==> config.mk <==
export PLATFORM = sky130hd
export DESIGN_NAME = osc_guard
export DESIGN_NICKNAME = d
export VERILOG_FILES = /design/src/rtl/osc_guard_pkg.sv /design/src/rtl/osc_edge_sync.sv /design/src/rtl/osc_stall_timer.sv /design/src/rtl/osc_fail_ctrl.sv /design/src/rtl/osc_guard.sv
export SDC_FILE = /design/constraint.sdc
export NUM_CORES = 1
export LEC_CHECK = 0
export BUFFER_PORTS_ARGS = -buffer_cell sky130_fd_sc_hd__buf_2
export CORE_AREA = 5 5 42 44
export DETAILED_ROUTE_END_ITERATION = 8
export DIE_AREA = 0 0 47 49
export HOLD_SLACK_MARGIN = 0.02
export SLEW_MARGIN = 0
export SYNTH_ARGS = -nofsm -noshare
export SYNTH_HDL_FRONTEND = slang
export SYNTH_SLANG_ARGS = --single-unit
export TNS_END_PERCENT = 20
==> constraint.sdc <==
create_clock -name ref_clk -period 1.9 [get_ports ref_clk]
set_clock_uncertainty 0.15 [all_clocks]
set_input_delay 0.38 -clock ref_clk [delete_from_list [all_inputs] [get_ports ref_clk]]
set_output_delay 0.38 -clock ref_clk [all_outputs]
set_load 0.05 [all_outputs]
==> src/rtl/osc_guard_pkg.sv <==
// Shared constants and types for the oscillator failure monitor.
// Assumes a 2-bit status/write register with fixed bit positions.
package osc_guard_pkg;
    localparam int REG_W    = 2;
    localparam int FAIL_BIT = 0;   // sticky failure flag, write 1 to clear
    localparam int LIVE_BIT = 1;   // external oscillator inactive, read-only

    typedef enum logic {
        SRC_INT = 1'b0,
        SRC_EXT = 1'b1
    } src_e;
endpackage

==> src/rtl/osc_edge_sync.sv <==
// Brings an asynchronous slow clock into the reference domain through a
// STAGES-deep flop chain and emits a one-cycle pulse per rising edge.
// Assumes the input is slower than half the reference frequency.
module osc_edge_sync #(
    parameter int STAGES = 2
) (
    input  logic ref_clk,
    input  logic rst_n,
    input  logic async_in,
    output logic rise_o
);
    logic [STAGES-1:0] chain;
    logic              last_q;

    genvar g;
    generate
        for (g = 0; g < STAGES; g++) begin : g_stage
            if (g == 0) begin : g_first
                // capture the raw asynchronous level
                always_ff @(posedge ref_clk) begin
                    if (!rst_n) chain[g] <= 1'b0;
                    else        chain[g] <= async_in;
                end
            end else begin : g_next
                // pass the level one stage further down the chain
                always_ff @(posedge ref_clk) begin
                    if (!rst_n) chain[g] <= 1'b0;
                    else        chain[g] <= chain[g-1];
                end
            end
        end
    endgenerate

    // remember the previous synchronized level for edge detection
    always_ff @(posedge ref_clk) begin
        if (!rst_n) last_q <= 1'b0;
        else        last_q <= chain[STAGES-1];
    end

    // rising edge of the synchronized level
    always_comb rise_o = chain[STAGES-1] & ~last_q;
endmodule

==> src/rtl/osc_stall_timer.sv <==
// Counts reference cycles since the last detected edge and saturates at
// TIMEOUT; the stalled output is high while the count sits at TIMEOUT.
// Assumes TIMEOUT >= 1.
module osc_stall_timer #(
    parameter int TIMEOUT = 8
) (
    input  logic ref_clk,
    input  logic rst_n,
    input  logic rise_i,
    output logic stalled_o
);
    localparam int             CW    = $clog2(TIMEOUT + 1);
    localparam logic [CW-1:0]  LIMIT = CW'(TIMEOUT);

    logic [CW-1:0] idle_q;

    // restart on an edge, otherwise count up to the limit and hold there
    always_ff @(posedge ref_clk) begin
        if (!rst_n)               idle_q <= '0;
        else if (rise_i)          idle_q <= '0;
        else if (idle_q != LIMIT) idle_q <= idle_q + 1'b1;
    end

    // oscillator considered stopped once the limit is reached
    always_comb stalled_o = (idle_q == LIMIT);
endmodule

==> src/rtl/osc_fail_ctrl.sv <==
// Holds the sticky failure flag and the post-clear hold-off counter.
// A clear is accepted only while the flag is set and the oscillator is
// not stalled; setting and accepted clearing are therefore exclusive.
module osc_fail_ctrl #(
    parameter int HOLD = 2
) (
    input  logic ref_clk,
    input  logic rst_n,
    input  logic arm_i,
    input  logic stalled_i,
    input  logic clr_req_i,
    output logic fail_o,
    output logic hold_busy_o
);
    localparam int HW = $clog2(HOLD + 1);

    logic          fail_q;
    logic [HW-1:0] hold_q;
    logic          set_now;
    logic          clr_ok;

    // decide this cycle's set and clear events
    always_comb begin
        set_now = arm_i & stalled_i;
        clr_ok  = clr_req_i & ~stalled_i & fail_q;
    end

    // sticky flag: set on an armed stall, cleared by an accepted write
    always_ff @(posedge ref_clk) begin
        if (!rst_n)       fail_q <= 1'b0;
        else if (set_now) fail_q <= 1'b1;
        else if (clr_ok)  fail_q <= 1'b0;
    end

    // hold-off: keep the internal source a few cycles after a clear
    always_ff @(posedge ref_clk) begin
        if (!rst_n)            hold_q <= '0;
        else if (clr_ok)       hold_q <= HW'(HOLD);
        else if (hold_q != '0) hold_q <= hold_q - 1'b1;
    end

    // expose flag and hold-off state
    always_comb begin
        fail_o      = fail_q;
        hold_busy_o = (hold_q != '0);
    end
endmodule

==> src/rtl/osc_guard.sv <==
// Top of the oscillator failure monitor. Everything runs on the internal
// reference clock. The select output depends only on registered state and
// the static source configuration, so it carries no data-path glitches.
module osc_guard #(
    parameter int SYNC_STAGES = 2,
    parameter int TIMEOUT     = 8,
    parameter int HOLD        = 2
) (
    input  logic                            ref_clk,
    input  logic                            rst_n,
    input  logic                            ext_clk,
    input  logic                            mon_en,
    input  logic                            ext_mode,
    input  logic                            wr_en,
    input  logic [osc_guard_pkg::REG_W-1:0] wr_data,
    output logic [osc_guard_pkg::REG_W-1:0] rd_data,
    output logic                            clk_sel
);
    import osc_guard_pkg::*;

    logic rise;
    logic stalled;
    logic fail;
    logic hold_busy;
    logic arm;
    logic clr_req;
    logic wr_ro_unused;
    src_e src;

    osc_edge_sync #(.STAGES(SYNC_STAGES)) u_sync (
        .ref_clk (ref_clk),
        .rst_n   (rst_n),
        .async_in(ext_clk),
        .rise_o  (rise)
    );

    osc_stall_timer #(.TIMEOUT(TIMEOUT)) u_timer (
        .ref_clk  (ref_clk),
        .rst_n    (rst_n),
        .rise_i   (rise),
        .stalled_o(stalled)
    );

    osc_fail_ctrl #(.HOLD(HOLD)) u_ctrl (
        .ref_clk    (ref_clk),
        .rst_n      (rst_n),
        .arm_i      (arm),
        .stalled_i  (stalled),
        .clr_req_i  (clr_req),
        .fail_o     (fail),
        .hold_busy_o(hold_busy)
    );

    // arming condition and write decode
    always_comb begin
        arm          = mon_en & ext_mode;
        clr_req      = wr_en & wr_data[FAIL_BIT];
        wr_ro_unused = wr_data[LIVE_BIT];
    end

    // source choice: external only when configured, healthy and settled
    always_comb begin
        src = (ext_mode && !fail && !hold_busy) ? SRC_EXT : SRC_INT;
        clk_sel = src;
    end

    // status register read view
    always_comb begin
        rd_data           = '0;
        rd_data[FAIL_BIT] = fail;
        rd_data[LIVE_BIT] = stalled;
    end
endmodule

Yosys cells after proc, flatten, opt, wreduce, memory -nomap -nowiden. Index checks and enable logic that the tools add are counted.

Equal/unequal tests: 2. Muxes and demuxes: 5. Order comparisons: 0. Div/mod/pow operators: 0. Add/sub/neg operators: 2. Reductions and logical operators: 9. Multipliers: 0. Bitwise gates (word level): 9. Shifts and indexed selects: 0.

Operators by type and width (number): $and A1 B1 Y1 (6); $reduce_bool A2 Y1 (3); $add A4 B1 Y4 const B (1); $eq A4 B4 Y1 const B (1); $mux W2 (2); $ne A4 B4 Y1 const B (1); $reduce_or A2 Y1 (2); $mux W1 (3); $not A1 Y1 (3); $logic_and A1 B1 Y1 (2); $logic_not A1 Y1 (2); $sub A2 B1 Y2 const B (1).

Memories: 0. RAM bits: 0. Word-level logic and storage cells: 34. Register bits: 10. Bits in latches: 0. Bits of input ports: 8. Bits in read-only memories: 0. Output and inout port bits: 3.

Depth between registers and ports, before layout.
Word-level depth: 6. Depth in mapped cells: 6. Depth with buffers taken out: 5.

Modules after synthesis. Synthesis repeated with hierarchy kept, for this count alone.

Cells, all modules: 46. Area, all modules: 493.0 µm².

Modules (own cells, without submodules): osc_stall_timer (seq. area each 80.1 µm², instances 1, cells an instance 22, area each 247.7 µm²); osc_fail_ctrl (seq. area each 60.1 µm², instances 1, cells an instance 12, area each 112.6 µm²); osc_edge_sync (seq. area each 60.1 µm², instances 1, cells an instance 7, area each 92.6 µm²); osc_guard (seq. area each 0.0 µm², instances 1, cells an instance 5, area each 40.0 µm²).

Worst setup path before layout. No wires, ideal clock.

Path kind: reg2out. From: reg u_ctrl.hold_q[1]. To: out clk_sel. Data arrival time: 1969 ps. Path slack: -599 ps. Stages on the path, launching flop included: 2. Required time: 1370 ps. Path through: dfxtp_1 -> nor4b_1.

Word-level cells in the longest chain between the ends: 4.

Ends and longest elaborated chain: start: declaration (line osc_fail_ctrl.sv:18) `logic [HW-1:0] hold_q;`; start signal: assignment (line osc_fail_ctrl.sv:38) `else if (clr_ok) hold_q <= HW'(HOLD);`; start signal: assignment (line osc_fail_ctrl.sv:39) `else if (hold_q != '0) hold_q <= hold_q - 1'b1;`; $reduce_bool A2 Y1 (line osc_fail_ctrl.sv:45) `hold_busy_o = (hold_q != '0);`; $logic_not A1 Y1 (line osc_guard.sv:63) `src = (ext_mode && !fail && !hold_busy) ? SRC_EXT : SRC_INT;`; $logic_and A1 B1 Y1 (line osc_guard.sv:63); $mux W1 (line osc_guard.sv:63); end: declaration (line osc_guard.sv:17) `output logic clk_sel`.

No other way between the ends.

Worst setup path after layout.
From: reg u_timer.idle_q[0]. To: out rd_data[1] (netlist name).

Word-level cells in the longest chain between the ends: 1.

Ends and longest elaborated chain: start: declaration (line osc_stall_timer.sv:15) `logic [CW-1:0] idle_q;`; start signal: assignment (line osc_stall_timer.sv:21) `else if (idle_q != LIMIT) idle_q <= idle_q + 1'b1;`; $eq A4 B4 Y1 (line osc_stall_timer.sv:25) `always_comb stalled_o = (idle_q == LIMIT);`; end: declaration (line osc_guard.sv:16) `output logic [osc_guard_pkg::REG_W-1:0] rd_data,`.

No other way between the ends.

==> impl_metrics.py <==
metrics = {
    "synthesis": {
        "avgSynthCellArea_sq_um": 10.07,
        "syn_nets": 51,
        "ys_ff_latch": 10,
        "yosys_warnings": 0,
        "synth_area_leaders": "dfxtp_1 (48%), ha_1 (6.1%), and2_1 (4.5%)",
        "synth_cell_types": 20,
        "synth_top_area_cell": "dfxtp_1",
        "synth_seq_area_share": 0.4848,
        "synth_cells": 41,
        "yosysTopAreaCellShare": 0.4848,
        "syn_area_sq_um": 412.9,
    },
    "sta": {
        "fmax_mhz": 553.4,
        "slew-limit-headroom": 0.7137,
        "finalCriticalPeriod_ns": 1.807,
        "tns_ns": 0,
        "finalSetupViolations": 0,
        "period_share": 0.9510,
        "rsz0062_at_grt": "false",
        "tightest_slew_ns": 0.4249,
        "slew_violations": 0,
        "finalHoldViolations": 0,
    },
    "power": {
        "p_leak_nw": 0.2251,
        "ir_drop_uv": 321.2,
        "p_per_area_nw_per_um2": 862.0,
    },
    "layout": {
        "utilization": 0.3688,
        "area_growth_syn_to_layout_pct": 25.15,
        "antenna_cells": 0,
        "final_cell_mix": "dfxtp_1 (10), buf_2 (8)",
        "final_nets": 64,
        "drive_gt1_frac": 0.3208,
        "mostFrequentLayoutCell": "dfxtp_1",
    },
    "grt": {
        "grt_pass1_wl_um": 1097,
        "antenna_found_initial": 0,
        "grt_usage": 0.06931,
        "grt_pass1_vias": 273,
        "grt_overflow": 0,
        "grt_start_max_net_pins": 8,
    },
    "outcome": {
        "outcome": "complete, no violations",
    },
    "floorplan": {
        "ioPinCount": 11,
        "die_x_um": 47,
        "coreArea_sq_um": 1401,
        "initial_utilization": 0.2946,
        "rows": 14,
        "dieArea_sq_um": 2303,
        "die_h_um": 49,
    },
    "detailed_routing": {
        "drt-initial-drc-count": 1,
        "post_drt_wl_per_cell_um": 8.783,
        "drcViolationCount": 0,
        "num_vias": 294,
        "dr.pass1.iters": 5,
        "antenna_left": 0,
        "drt_wl_total_um": 606,
        "vias_per_cell": 4.261,
    },
    "critical_path": {
        "worstReg2RegStart": "u_timer.idle_q[0]",
        "cp.arrival_ns": 1.28,
        "critPathLaunchType": "flop",
        "r2r_slack_ns": 0.20,
        "cp.required_ns": 1.37,
        "r2r_cells": 5,
        "end_kind": "output pin",
        "critical_path_class": "flop to output pin",
        "cp_max_fo": 4,
        "rr_endpoint": "u_ctrl.hold_q[0]",
    },
    "clock_network": {
        "clkTransAtPathRegs_ns": 0.06,
        "cts_hold_buf": 0,
        "clkLatencyLatePin_ns": 0.26,
        "cts.path.max_buffers": 2,
        "cts_tree": "built",
        "h-tree-depth": 1,
        "cts_buffers": 3,
        "cts.sinks": 10,
        "cts-root-buf": "clkbuf_4",
    },
    "run": {
        "drv_cap": 0,
    },
    "min_path": {
        "whs_path_depth": 2,
        "min_from": "ext_clk",
        "holdPathEnd": "u_sync.chain[0]",
        "hold_class": "input port to flop",
    },
    "placement": {
        "gp_congestion": 0.6452,
        "port_buffers": 9,
    },
}
[worst max-delay path by stage]
stage                       from                to
6_report       u_timer.idle_q[0]        rd_data[1]
5_1_grt        u_timer.idle_q[0]        rd_data[1]
4_1_cts        u_timer.idle_q[0]        rd_data[1]
3_5_place_dp   u_timer.idle_q[0]  u_ctrl.hold_q[0]
3_3_place_gp   u_timer.idle_q[0]  u_ctrl.hold_q[0]
2_1_floorplan   u_ctrl.hold_q[1]           clk_sel
[cell families (layout without fill, tap and decap cells)]
logic type / Yosys count / count (layout) / share of synthesized area
AND/OR/NAND/NOR: 15 / 15 / 0.2152
XOR/XNOR: 3 / 3 / 0.06365
AO/OA/AOI/OAI: 4 / 4 / 0.06062
multiplexers: 1 / 1 / 0.02424
buffers and inverters: 6 / 18 / 0.09089
adder cells (fa/ha/maj): 2 / 2 / 0.06060
flip-flops: 10 / 10 / 0.4848
[where the power goes]
part	internal (mW)	leakage, nW	total [mW]	switching [mW]
Combinational	0.0164	0.122	0.0335	0.0171
Clock	0.116	0.0210	0.189	0.0730
Sequential	0.217	0.0816	0.223	0.00507
Total	0.350	0.225	0.445	0.0952
[state kept, by name (all words and copies together) (netlist names)]
name,flops
u_timer.idle_q,4
u_ctrl.fail_o,1
u_sync.last_q,1
u_sync.chain,2
u_ctrl.hold_q,2
[through the flow]
| stage | cell area (sq um) | instances | hold WS, ns | power, mW | setup slack [ns] |
|---|---|---|---|---|---|
| 2_1_floorplan | 419.2 | 41 | 0.2618 | 0.2488 | 0.08573 |
| 3_3_place_gp | 457.9 | 63 | 0.2640 | 0.2598 | 0.1563 |
| 3_5_place_dp | 457.9 | 63 | 0.2727 | 0.2607 | 0.1628 |
| 4_1_cts | 498.0 | 67 | 0.1613 | 0.4534 | 0.008820 |
| 5_1_grt | 516.7 | 69 | 0.1869 | 0.4676 | 0.01396 |
| 6_report | 516.7 | 69 | 0.1679 | 0.4454 | 0.09315 |
[timing repair]
item / 4_1_cts / 5_1_grt
gates resized for setup: 2 / 1
setup buffers: 0 / 2
endpoints found under the hold margin: 0 / 0
endpoints found under the setup margin: 1 / 1
[worst max-delay path, cell delays in order (launching register included)]
cell and delay (ns):
dfxtp_1 0.35, inv_1 0.07, ha_1 0.19, and3b_2 0.24
buf_6 0.16
[area by class of cell]
cell class / instances / area, sq um
Fill cell: 158 / 884.6
Sequential cell: 10 / 200.2
Tap cell: 16 / 20.02
Inverter: 3 / 11.26
Timing Repair Buffer: 11 / 66.31
Multi-Input combinational cell: 25 / 182.7
Clock buffer: 4 / 36.28
[synthesized netlist by cell type, drive strengths merged]
master	instances
dfxtp	10
and2	3
buf	3
inv	3
nor2	3
a21boi	2
ha	2
nand2	2
nand3	2
o21ai	2
xnor2	2
and3b	1
and4b	1
mux2i	1
nor3	1
nor4b	1
or3b	1
xor2	1
[routing by layer]
metal | GRT usage | routed length, um | vias to the layer above
met1 | 0.08241 | 277 | 125
met3 | 0.03690 | 49 | 2
met4 | 0.06912 | 19 | 0
li1 | - | - | 156
met2 | 0.08145 | 259 | 11
met5 | 0 | 0 | -
(Power assumes the default switching activity.)
